<file path="config.mk">
export PLATFORM = sky130hd
export DESIGN_NAME = pla_macrocell
export DESIGN_NICKNAME = d
export VERILOG_FILES = /design/src/rtl/pmc_pkg.sv /design/src/rtl/pmc_mode_decode.sv /design/src/rtl/pmc_term_sum.sv /design/src/rtl/pmc_state_reg.sv /design/src/rtl/pla_macrocell.sv
export SDC_FILE = /design/constraint.sdc
export NUM_CORES = 1
export LEC_CHECK = 0
export ABC_AREA = 1
export BUFFER_PORTS_ARGS = -buffer_cell sky130_fd_sc_hd__clkbuf_2
export CAP_MARGIN = 15
export CORE_AREA = 2 2 39 41
export DETAILED_ROUTE_END_ITERATION = 7
export DIE_AREA = 0 0 41 43
export PLACE_DENSITY = 0.55
export SLEW_MARGIN = 10
export SYNTH_ARGS = -nofsm -noshare
export SYNTH_HDL_FRONTEND = slang
export SYNTH_SLANG_ARGS = --single-unit
</file>
<file path="constraint.sdc">
create_clock -name clk -period 0.9 [get_ports clk]
set_input_delay 0 -clock clk [delete_from_list [all_inputs] [get_ports clk]]
set_output_delay 0 -clock clk [all_outputs]
set_load 0.1 [all_outputs]
</file>
<file path="src/rtl/pmc_pkg.sv">
package pmc_pkg;

    // Cell personality after mode decode
    typedef enum logic [1:0] {
        PERS_REG  = 2'd0,   // registered output
        PERS_CIO  = 2'd1,   // combinatorial I/O, one term as enable
        PERS_COUT = 2'd2,   // combinatorial output, always enabled
        PERS_IN   = 2'd3    // dedicated input
    } pers_e;

    // Global mode code {comb, ext}
    typedef enum logic [1:0] {
        GM_RESV    = 2'b00,
        GM_REG     = 2'b01,
        GM_SIMPLE  = 2'b10,
        GM_COMPLEX = 2'b11
    } gmode_e;

    typedef struct packed {
        pers_e pers;
        logic  mute_fb;
    } cell_cfg_t;

    typedef struct packed {
        logic lvl;
        logic drive;
    } pad_t;

    function automatic logic apply_pol(input logic sum, input logic pol);
        return pol ? sum : ~sum;
    endfunction

endpackage

</file>
<file path="src/rtl/pmc_mode_decode.sv">
module pmc_mode_decode
    import pmc_pkg::*;
#(
    parameter bit OUTER_CELL  = 1'b0,
    parameter bit CENTRE_CELL = 1'b0
) (
    input  logic      mode_comb_i,
    input  logic      mode_ext_i,
    input  logic      io_sel_i,
    output cell_cfg_t cfg_o
);
    gmode_e gm;

    always_comb begin
        gm = gmode_e'({mode_comb_i, mode_ext_i});
        cfg_o.mute_fb = 1'b0;
        unique case (gm)
            GM_REG: begin
                cfg_o.pers = io_sel_i ? PERS_CIO : PERS_REG;
            end
            GM_COMPLEX: begin
                cfg_o.pers    = PERS_CIO;
                cfg_o.mute_fb = OUTER_CELL;
            end
            default: begin
                // simple, and the unused code taken as simple
                cfg_o.pers    = (io_sel_i && !CENTRE_CELL) ? PERS_IN : PERS_COUT;
                cfg_o.mute_fb = CENTRE_CELL;
            end
        endcase
    end
endmodule

</file>
<file path="src/rtl/pmc_term_sum.sv">
module pmc_term_sum
    import pmc_pkg::*;
#(
    parameter int NUM_PT  = 8,
    parameter int OE_TERM = 0
) (
    input  logic [NUM_PT-1:0] pterm_i,
    input  logic              pol_i,
    output logic              full_lvl_o,
    output logic              part_lvl_o,
    output logic              oe_term_o
);
    localparam logic [NUM_PT-1:0] PART_MASK = ~(NUM_PT'(1) << OE_TERM);

    always_comb begin
        full_lvl_o = apply_pol(|pterm_i, pol_i);
        part_lvl_o = apply_pol(|(pterm_i & PART_MASK), pol_i);
        oe_term_o  = pterm_i[OE_TERM];
    end
endmodule

</file>
<file path="src/rtl/pmc_state_reg.sv">
module pmc_state_reg (
    input  logic clk,
    input  logic rst,
    input  logic load_en_i,
    input  logic d_lvl_i,
    input  logic preload_i,
    input  logic preload_lvl_i,
    output logic lvl_o
);
    // Stored bit is the inverse of the pin level
    logic q;

    always_ff @(posedge clk) begin
        if (rst) begin
            q <= 1'b0;
        end else if (preload_i) begin
            q <= ~preload_lvl_i;
        end else if (load_en_i) begin
            q <= ~d_lvl_i;
        end
    end

    assign lvl_o = ~q;
endmodule

</file>
<file path="src/rtl/pla_macrocell.sv">
module pla_macrocell
    import pmc_pkg::*;
#(
    parameter int NUM_PT      = 8,
    parameter int OE_TERM     = 0,
    parameter bit OUTER_CELL  = 1'b0,
    parameter bit CENTRE_CELL = 1'b0
) (
    input  logic              clk,
    input  logic              rst,
    input  logic              mode_comb_i,
    input  logic              mode_ext_i,
    input  logic [NUM_PT-1:0] pterm_i,
    input  logic              pol_i,
    input  logic              io_sel_i,
    input  logic              oe_n_i,
    input  logic              preload_i,
    input  logic              preload_lvl_i,
    input  logic              pad_in_i,
    output logic              pin_o,
    output logic              pin_oe_o,
    output logic              fb_o
);
    cell_cfg_t cfg;
    logic      full_lvl, part_lvl, oe_term, reg_lvl;
    pad_t      drv;
    logic      pad_lvl, fb_raw;

    pmc_mode_decode #(
        .OUTER_CELL (OUTER_CELL),
        .CENTRE_CELL(CENTRE_CELL)
    ) u_dec (
        .mode_comb_i(mode_comb_i),
        .mode_ext_i (mode_ext_i),
        .io_sel_i   (io_sel_i),
        .cfg_o      (cfg)
    );

    pmc_term_sum #(
        .NUM_PT (NUM_PT),
        .OE_TERM(OE_TERM)
    ) u_sum (
        .pterm_i   (pterm_i),
        .pol_i     (pol_i),
        .full_lvl_o(full_lvl),
        .part_lvl_o(part_lvl),
        .oe_term_o (oe_term)
    );

    pmc_state_reg u_reg (
        .clk          (clk),
        .rst          (rst),
        .load_en_i    (cfg.pers == PERS_REG),
        .d_lvl_i      (full_lvl),
        .preload_i    (preload_i),
        .preload_lvl_i(preload_lvl_i),
        .lvl_o        (reg_lvl)
    );

    always_comb begin
        unique case (cfg.pers)
            PERS_REG:  drv = '{lvl: reg_lvl,  drive: ~oe_n_i};
            PERS_CIO:  drv = '{lvl: part_lvl, drive: oe_term};
            PERS_COUT: drv = '{lvl: full_lvl, drive: 1'b1};
            default:   drv = '{lvl: full_lvl, drive: 1'b0};
        endcase
        pad_lvl = drv.drive ? drv.lvl : pad_in_i;
        fb_raw  = (cfg.pers == PERS_REG) ? reg_lvl : pad_lvl;
    end

    assign pin_o    = drv.lvl;
    assign pin_oe_o = drv.drive;
    assign fb_o     = cfg.mute_fb ? 1'b0 : fb_raw;

endmodule

</file>
### Word-level counts from Yosys, hierarchy flattened

Index checks and enable logic that the tools add are counted.

| storage, ports and cells | value |
|---|---|
| register bits | 1 |

| cells by class | value |
|---|---|
| equal/unequal tests | 4 |
| multiplexer cells | 10 |
| bitwise gates (word level) | 6 |
| reduce and logical (&&, ||, !) cells | 4 |

Operators with widths:

| kind | count |
|---|---|
| $mux W1 | 8 |
| $reduce_or A8 Y1 | 1 |
| $reduce_or A7 Y1 | 1 |
| $not A1 Y1 | 6 |
| $pmux W2 S3 | 1 |
| $eq A2 B1 Y1 const B | 2 |
| $eq A2 B2 Y1 const B | 2 |
| $pmux W2 S2 | 1 |
| $logic_not A2 Y1 | 1 |
| $reduce_bool A2 Y1 | 1 |

### Depth between registers and ports, before layout

Gate-level depths: netlist of run 1.

| depth | value |
|---|---|
| depth in word-level cells | 6 |
| depth in mapped cells | 8 |
| gate-level depth less buffers | 8 |

### Modules after synthesis

A second synthesis of run 1 with hierarchy kept.

| second synthesis, totals | value |
|---|---|
| cells, all modules | 58 |
| area, all modules | 272.8 sq um |

Modules (own cells, without submodules):

| module | instances | cells each | area an instance (sq um) |
|---|---|---|---|
| pla_macrocell | 1 | 23 | 106.4 |
| pmc_term_sum | 1 | 18 | 76.3 |
| pmc_state_reg | 1 | 11 | 63.8 |
| pmc_mode_decode | 1 | 6 | 26.3 |

### Worst setup path after synthesis of run 1

Ideal clock, no wire load.

| timing path | value |
|---|---|
| kind | input port to output port |
| from | in mode_comb_i |
| to | out fb_o |
| arrival time | 1.525 ns |
| data required time | 0.900 ns |
| slack | -0.625 ns |
| cell stages on the path | 8 |
| path buffers | 0 |
| path through | a21oi_2 > nor2_1 > nand2_1 > nand2_2 > o21ai_0 > inv_1 > nand2_1 > nand2_1 |

| between the ends | value |
|---|---|
| word-level cells in the longest chain between the ends | 6 |
| elaborated cells on any way between the ends | 9 |
| those cells by class | eq/ne (4); mux (4); reduce/logical (1) |

RTL lines:

| item | RTL line | RTL |
|---|---|---|
| start: declaration | pla_macrocell.sv:11 | `input logic mode_comb_i,` |
| $eq A2 B2 Y1 / $eq A2 B1 Y1 (equally long branches) | pmc_mode_decode.sv:17 | `unique case (gm)` |
| $pmux W2 S2 * | pmc_mode_decode.sv:17 |  |
| $eq A2 B2 Y1, or another cell as far along | pla_macrocell.sv:61 | `unique case (cfg.pers)` |
| $pmux W2 S3 * | pla_macrocell.sv:61 |  |
| named net pin_oe_o | pla_macrocell.sv:21 | `output logic pin_oe_o,` |
| $mux W1 * | pla_macrocell.sv:67 | `pad_lvl = drv.drive ? drv.lvl : pad_in_i;` |
| $mux W1 * | pla_macrocell.sv:68 | `fb_raw = (cfg.pers == PERS_REG) ? reg_lvl : pad_lvl;` |
| end: declaration | pla_macrocell.sv:22 | `output logic fb_o` |

The timed path passes the listed nets; every way through them passes the cells marked *.

### Worst setup path after layout of run 1

| timing path | value |
|---|---|
| from | in mode_comb_i |
| to | out fb_o |

| between the ends | value |
|---|---|
| word-level cells in the longest chain between the ends | 6 |
| elaborated cells on any way between the ends | 9 |
| those cells by class | eq/ne (4); mux (4); reduce/logical (1) |

RTL lines:

| item | RTL line |
|---|---|
| $eq A2 B2 Y1 / $eq A2 B1 Y1 (equally long branches) | pmc_mode_decode.sv:17 |
| $pmux W2 S2 * | pmc_mode_decode.sv:17 |
| $eq A2 B2 Y1, or another cell as far along | pla_macrocell.sv:61 |
| $pmux W2 S3 | pla_macrocell.sv:61 |
| $mux W1 | pla_macrocell.sv:67 |
| $mux W1 * | pla_macrocell.sv:68 |

Every way passes the cells marked *; elsewhere a longest branch is shown, timed or not.

==> results.json, run 1 <==
{
  "clk_pin_slew_ns": 0,
  "synth_top_cell_by_area": "nand2_1",
  "reg2reg_depth": 4,
  "stdcell_count": 92,
  "placed_area_um2": 500,
  "drt_iter0_drc": 0,
  "syn-cell-area_um2": 220,
  "drive_above_1_share": 0.658,
  "fmax_ghz": 1.01,
  "placed_cells": 92,
  "io_buffers": 20,
  "violations": "negative setup slack",
  "intPower_uw": 235,
  "worstHoldStart": "rst",
  "yosysWarnings": 0,
  "rsz0062_at_grt": "true",
  "worstSetupPathType": "input port to output pin",
  "p_switching_uw": 229,
  "gp_congestion": 0.704,
  "grt_max_degree": 5,
  "cp.required_ns": 0.90,
  "worst_slack_ns": -0.0913,
  "avgRoutedWirePerCell_um": 7.15,
  "slew_headroom": 0.885,
  "die_area_um2": 1760,
  "slowest_stage": "or2_4",
  "vias": 379,
  "final_max_slew_viol_count": 0,
  "holdWs_ns": 0.165,
  "r2r_end": "u_reg.q",
  "finalHoldViolCount": 0,
  "largest_register_ffs": 1,
  "critical_path.cell_chain": "buf_6, a21oi_4, nand2_2, or2_4, nand4_1, nand2_2, nand2_8, buf_12",
  "status": "finished, violations left",
  "via_per_inst": 4.12,
  "postSynthCellCount": 47,
  "syn-mean-instance-area_um2": 4.69,
  "antennaDiodeCount": 0,
  "p_clk_frac": 0,
  "cp.arrival_ns": 0.99,
  "seqPwrFrac": 0.108,
  "max_cap_violations": 0,
  "irDropWorstVdd_mv": 0.287,
  "dp_hpwl_um": 584,
  "min_path_type": "input port to register",
  "finalCritPeriodShare": 1.10,
  "worstReg2RegStart": "u_reg.q",
  "io_pins": 21,
  "worstSkewPairLatency_ns": 0,
  "firstDrtPassIters": 1,
  "dp_slack_ns": -0.136,
  "power.combinational.fraction": 0.892,
  "hold_depth": 2,
  "routed_wirelength_um": 658,
  "gr-total-overflow": 0,
  "final_nets": 96,
  "startpoint_type": "input port",
  "powerDensity_nw_per_um2": 756,
  "antenna_found_initial": 0,
  "final_cell_mix": "clkbuf_2 (10), inv_1 (9), nand2_1 (8), buf_6 (7), buf_4 (7)",
  "setup-tns-final_ns": -0.149,
  "reg.largest.list": "u_reg.q: 1 flops",
  "min_to": "u_reg.q",
  "p_total_uw": 465,
  "fp-row-count": 14,
  "core_area_um2": 1380,
  "ys_types": 12,
  "synth.net_count": 65,
  "tightest_slew_ns": 0.172,
  "grt_pass1_wl_mm": 1.04,
  "worst-path-max-fanout": 3,
  "min_period_ns": 0.991,
  "fin_skew_ns": 0,
  "start_util": 0.159,
  "synth_seq_cells": 1,
  "die_x_um": 41,
  "setup_viol": 3,
  "rrSetupSlack_ns": 0.12,
  "endpoint_kind": "output pin",
  "netSwitchingFraction": 0.493,
  "die_h_um": 43,
  "crit_path_frequent_cell": "nand2_2",
  "gr-usage-all-layers": 0.0770,
  "postRouteAntennaNets": 0,
  "mostFrequentLayoutCell": "clkbuf_2",
  "p_leak_nw": 0.304,
  "max_stage_delay_ns": 0.23,
  "syn2layout_area_growth_pct": 179,
  "grt_pass1_vias": 306,
  "postCtsSetupRepairBufs": 0,
  "post-route-util": 0.444,
  "synth_seq_area_share": 0.0909,
  "design_area_um2": 614,
  "synth_area_leaders": "nand2_1 (24%), inv_1 (15%), nor2_1 (15%)",
  "regMostFlops": "u_reg.q",
  "synth_top_area_frac": 0.239,
  "post-route-drc-count": 0
}
Yosys cell counts:
cell type,count
a21oi_1,2
a21oi_2,1
dfxtp_1,1
inv_1,9
nand2_1,14
nand2_2,1
nand3_1,4
nand4_1,1
nor2_1,9
o21ai_0,3
o21ai_1,1
or2_4,1
final cells by class:
| class | count | area, µm² |
|---|---|---|
| timing repair buffer | 29 | 272 |
| inverter | 9 | 33.8 |
| tap | 16 | 20.0 |
| sequential | 1 | 20.0 |
| fill | 141 | 769 |
| multi-input combinational | 37 | 269 |
routing by layer:
layer | vias to the layer above | GRT usage | wire, µm
li1 | 207 | - | -
met3 | 0 | 0 | 29
met1 | 161 | 0.0952 | 220
met5 | - | 0 | 0
met4 | 0 | 0 | 0
met2 | 11 | 0.147 | 408
worst max-delay path, delay by kind of cell:
| kind | cells | cell delay (ns) |
|---|---|---|
| simple gates | 5 | 0.56 |
| buf+inv | 2 | 0.26 |
| compound gates | 1 | 0.17 |
power groups by stage:
stage               Sequential (mW)  Clock, mW  Combinational [mW]
global route                 0.0505          0               0.440
floorplan                    0.0494          0               0.214
detailed placement           0.0503          0               0.366
CTS                          0.0503          0               0.380
global placement             0.0503          0               0.364
finish                       0.0501          0               0.415
how the worst max path moves through the flow:
stage,start,end,cells after the start
2_1_floorplan,u_reg.q,fb_o,4
3_3_place_gp,mode_ext_i,fb_o,8
3_5_place_dp,mode_ext_i,fb_o,8
6_report,mode_comb_i,fb_o,8
4_1_cts,mode_ext_i,fb_o,8
5_1_grt,pterm_i[1],fb_o,10
cell families (layout without fill, tap and decap cells):
logic type,count (synthesis),after routing,synth area share
buffers and inverters,9,38,0.153
AND/OR/NAND/NOR,30,30,0.580
flip-flops,1,1,0.0909
AO/OA/AOI/OAI,7,7,0.176
what timing repair did:
item                                    in CTS  in global routing
endpoints found under the setup margin       3                  3
endpoints found under the hold margin        0                  0
pin swaps                                   11                 19
resized for setup                            9                 24
hold buffers                                 0                  0
(Power assumes the default switching activity.)
==> run 2, diff against run 1 <==
Settings changed: BUFFER_PORTS_ARGS -buffer_cell sky130_fd_sc_hd__clkbuf_2 to not set, DONT_BUFFER_PORTS set to 1, PLACE_DENSITY 0.55 to 0.41.
Clock period 0.9 ns to 1.07 ns, I/O delays scaled along.
==> results.json, run 2 (synthesis gave the netlist of run 1 again) <==
{
  "critical_path.cell_chain": "or2_4, nand4_1, nand2_1, nand2_2, buf_12",
  "die_h_um": 43,
  "via_per_inst": 4.17,
  "routed_wirelength_um": 540,
  "postCtsSetupRepairBufs": 0,
  "fin_skew_ns": 0,
  "tightest_slew_ns": 0.278,
  "setup_viol": 0,
  "grt_max_degree": 5,
  "finalCritPeriodShare": 0.888,
  "postRouteAntennaNets": 0,
  "status": "completed",
  "fmax_ghz": 1.05,
  "p_leak_nw": 0.155,
  "grt.met3_usage": 0,
  "syn2layout_area_growth_pct": 36.4,
  "design_area_um2": 300,
  "mostFrequentLayoutCell": "nand2_1",
  "worst-path-max-fanout": 3,
  "die_area_um2": 1760,
  "holdWs_ns": 0.0713,
  "slew_headroom": 0.816,
  "antenna_found_initial": 0,
  "clk_pin_slew_ns": 0,
  "worst_slack_ns": 0.119,
  "worstHoldStart": "rst",
  "grtUsageMet1": 0.0828,
  "final_nets": 70,
  "p_total_uw": 249,
  "grt_util_met2": 0.134,
  "post-route-util": 0.217,
  "max_cap_violations": 0,
  "placed_area_um2": 300,
  "slowest_stage": "dfxtp_1",
  "vias": 275,
  "gp_congestion": 0.720,
  "irDropWorstVdd_mv": 0.177,
  "firstDrtPassIters": 1,
  "min_period_ns": 0.951,
  "core_area_um2": 1380,
  "worstSetupPathType": "register to output pin",
  "gr-usage-all-layers": 0.0691,
  "cts_hold_repair.buffers": 0,
  "grt_busiest_layer": "met2",
  "startpoint_type": "register",
  "dp_hpwl_um": 508,
  "final_max_slew_viol_count": 0,
  "regMostFlops": "u_reg.q",
  "grt_pass1_wl_um": 938,
  "dp_slack_ns": 0.109,
  "gr-total-overflow": 0,
  "max_stage_delay_ns": 0.28,
  "cts_resized": 0,
  "worstSkewPairLatency_ns": 0,
  "final_cell_mix": "nand2_1 (13), inv_1 (9), nor2_1 (9), nand3_1 (3), o21ai_0 (3)",
  "start_util": 0.159,
  "startpoint": "u_reg.q",
  "avgRoutedWirePerCell_um": 8.18,
  "placed_cells": 66,
  "drive_above_1_share": 0.160,
  "powerDensity_nw_per_um2": 830,
  "drt_iter0_drc": 0,
  "antennaDiodeCount": 0,
  "cp.required_ns": 1.07,
  "endpoint_kind": "output pin",
  "io_pins": 21,
  "rsz0062_at_grt": "false",
  "die_x_um": 41,
  "worstReg2RegStart": "u_reg.q",
  "min_path_type": "input port to register",
  "largest_register_ffs": 1,
  "post-route-drc-count": 0,
  "cp.arrival_ns": 0.95,
  "fp-row-count": 14,
  "setup-tns-final_ns": 0,
  "finalHoldViolCount": 0,
  "reg.largest.list": "u_reg.q: 1 flops",
  "stdcell_count": 66,
  "io_buffers": 0,
  "grt_pass1_vias": 273
}
run 2: cell types whose count changed in the layout (fill, tap and decap cells not counted), sizes merged:
cell	change
buf	-16
clkbuf	-10
run 2: worst max-delay path, delay by kind of cell (launching register included):
| family | cells | cell delay (ns) |
|---|---|---|
| flops | 1 | 0.28 |
| buf+inv | 1 | 0.17 |
| simple gates | 4 | 0.49 |
run 2: final cells by class:
| cell class | instances | area (µm²) |
|---|---|---|
| Fill cell | 156 | 1080 |
| Inverter | 9 | 33.8 |
| Multi-Input combinational cell | 37 | 179 |
| Sequential cell | 1 | 20.0 |
| Tap cell | 16 | 20.0 |
| Timing Repair Buffer | 3 | 47.5 |
run 2: final timing paths:
| path | endpoint | slack [ns] | depth (start not counted) |
|---|---|---|---|
| worst min-delay path | u_reg.q | 0.07 | 1 |
| worst max register to register | u_reg.q | 0.34 | 4 |
| worst min register to register | u_reg.q | 0.56 | 4 |
| worst max-delay path | fb_o | 0.12 | 5 |
run 2: per-layer routing:
metal	up-vias	share of wire
li1	151	-
met1	118	0.39
met2	6	0.55
met3	0	0.054
met4	0	0
met5	-	0
run 2: power breakdown:
part / total (mW) / switching (mW) / internal (mW)
clock: 0 / 0 / 0
sequential: 0.0417 / 0.00106 / 0.0406
combinational: 0.208 / 0.140 / 0.0671
total: 0.249 / 0.141 / 0.108
==> run 3, diff against run 2 <==
Settings changed: RECOVER_POWER set to 25.
==> results.json, run 3 (synthesis gave the netlist of run 1 again) <==
{
  "cp.required_ns": 1.07,
  "irDropWorstVdd_mv": 0.177,
  "cts_hold_repair.buffers": 0,
  "cp_top_family": "simple AND/OR/NAND/NOR gates",
  "via_per_inst": 4.17,
  "finalCritPeriodShare": 0.888,
  "seqPwrFrac": 0.169,
  "clk_pin_slew_ns": 0,
  "post-route-util": 0.215,
  "firstDrtPassIters": 1,
  "antenna_found_initial": 0,
  "final_cell_mix": "nand2_1 (13), inv_1 (9), nor2_1 (9), nand3_1 (3), o21ai_0 (3)",
  "syn2layout_area_growth_pct": 35.2,
  "post-route-drc-count": 0,
  "core_area_um2": 1380,
  "min_period_ns": 0.951,
  "cp.arrival_ns": 0.95,
  "mostFrequentLayoutCell": "nand2_1",
  "slew_headroom": 0.642,
  "worstSkewPairLatency_ns": 0,
  "gr-usage-all-layers": 0.0691,
  "power.combinational.fraction": 0.831,
  "setup_viol": 0,
  "vias": 275,
  "p_leak_nw": 0.155,
  "die_x_um": 41,
  "io_pins": 21,
  "p_clk_frac": 0,
  "seqCellArea_um2": 20.0,
  "routed_wirelength_um": 540,
  "antennaDiodeCount": 0,
  "start_util": 0.159,
  "final_max_slew_viol_count": 0,
  "largest_register_ffs": 1,
  "final_nets": 70,
  "reg.largest.list": "u_reg.q: 1 flops",
  "rsz0062_at_grt": "false",
  "setup-tns-final_ns": 0,
  "tightest_slew_ns": 0.539,
  "max_cap_violations": 0,
  "gp_congestion": 0.720,
  "stdcell_count": 66,
  "slowest_stage": "dfxtp_1",
  "netSwitchingFraction": 0.573,
  "nFillCells": 157,
  "endpoint_kind": "output pin",
  "grt_max_degree": 5,
  "min_path_type": "input port to register",
  "powerDensity_nw_per_um2": 829,
  "fin_skew_ns": 0,
  "drive_above_1_share": 0.160,
  "fp-row-count": 14,
  "finalHoldViolCount": 0,
  "grt_pass1_wl_um": 938,
  "intPower_uw": 106,
  "die_area_um2": 1760,
  "grt_pass1_vias": 273,
  "p_switching_uw": 141,
  "placed_cells": 66,
  "avgRoutedWirePerCell_um": 8.18,
  "p_total_uw": 247,
  "die_h_um": 43,
  "fmax_ghz": 1.05,
  "status": "completed",
  "worstSetupPathType": "register to output pin",
  "critPathBufInv": 1,
  "regMostFlops": "u_reg.q",
  "holdWs_ns": 0.0713,
  "max_stage_delay_ns": 0.28,
  "dp_hpwl_um": 508,
  "multi_input_area_um2": 179,
  "worst-path-max-fanout": 3,
  "postRouteAntennaNets": 0,
  "critical_path.cell_chain": "or2_4, nand4_1, nand2_1, nand2_2, buf_12",
  "io_buffers": 0,
  "cts_resized": 0,
  "postCtsSetupRepairBufs": 0,
  "gr-total-overflow": 0,
  "drt_iter0_drc": 0,
  "startpoint_type": "register"
}
-- run 3: area by class of cell --
type / count / area share
repair buffers: 3 / 0.151
inverters: 9 / 0.113
well taps: 16 / 0.0672
multi-input cells: 37 / 0.601
flip-flops and latches: 1 / 0.0672
-- run 3: worst register-to-register path: cells and delay by family (launching register included) --
kind	cells	cell delay [ns]
compound gates	3	0.32
flops	1	0.30
buf+inv	1	0.04
-- run 3: power groups by stage --
stage          clock network, mW  logic [mW]  registers (mW)
5_1_grt                        0       0.218          0.0423
3_5_place_dp                   0       0.209          0.0417
2_1_floorplan                  0       0.153          0.0416
6_report                       0       0.205          0.0417
4_1_cts                        0       0.209          0.0417
3_3_place_gp                   0       0.209          0.0416
-- run 3: worst paths after layout --
kind,startpoint,endpoint,slack (ns),cells after the start
setup / recovery,u_reg.q,fb_o,0.12,5
hold / removal,rst,u_reg.q,0.07,1
setup reg to reg,u_reg.q,u_reg.q,0.34,4
hold reg to reg,u_reg.q,u_reg.q,0.56,4
-- run 3: metal layers --
metal	share of wire	track usage	wire (µm)
met4	0	0	0
met5	0	0	0
met3	0.054	0	29
met1	0.40	0.0828	214
met2	0.55	0.134	296
-- run 3: metrics by stage --
| stage | cell area (µm²) | worst slack, ns |
|---|---|---|
| floorplan | 233 | -0.0560 |
| global placement | 300 | 0.139 |
| detailed placement | 300 | 0.109 |
| CTS | 300 | 0.108 |
| global route | 298 | 0.0391 |
| finish | 298 | 0.119 |
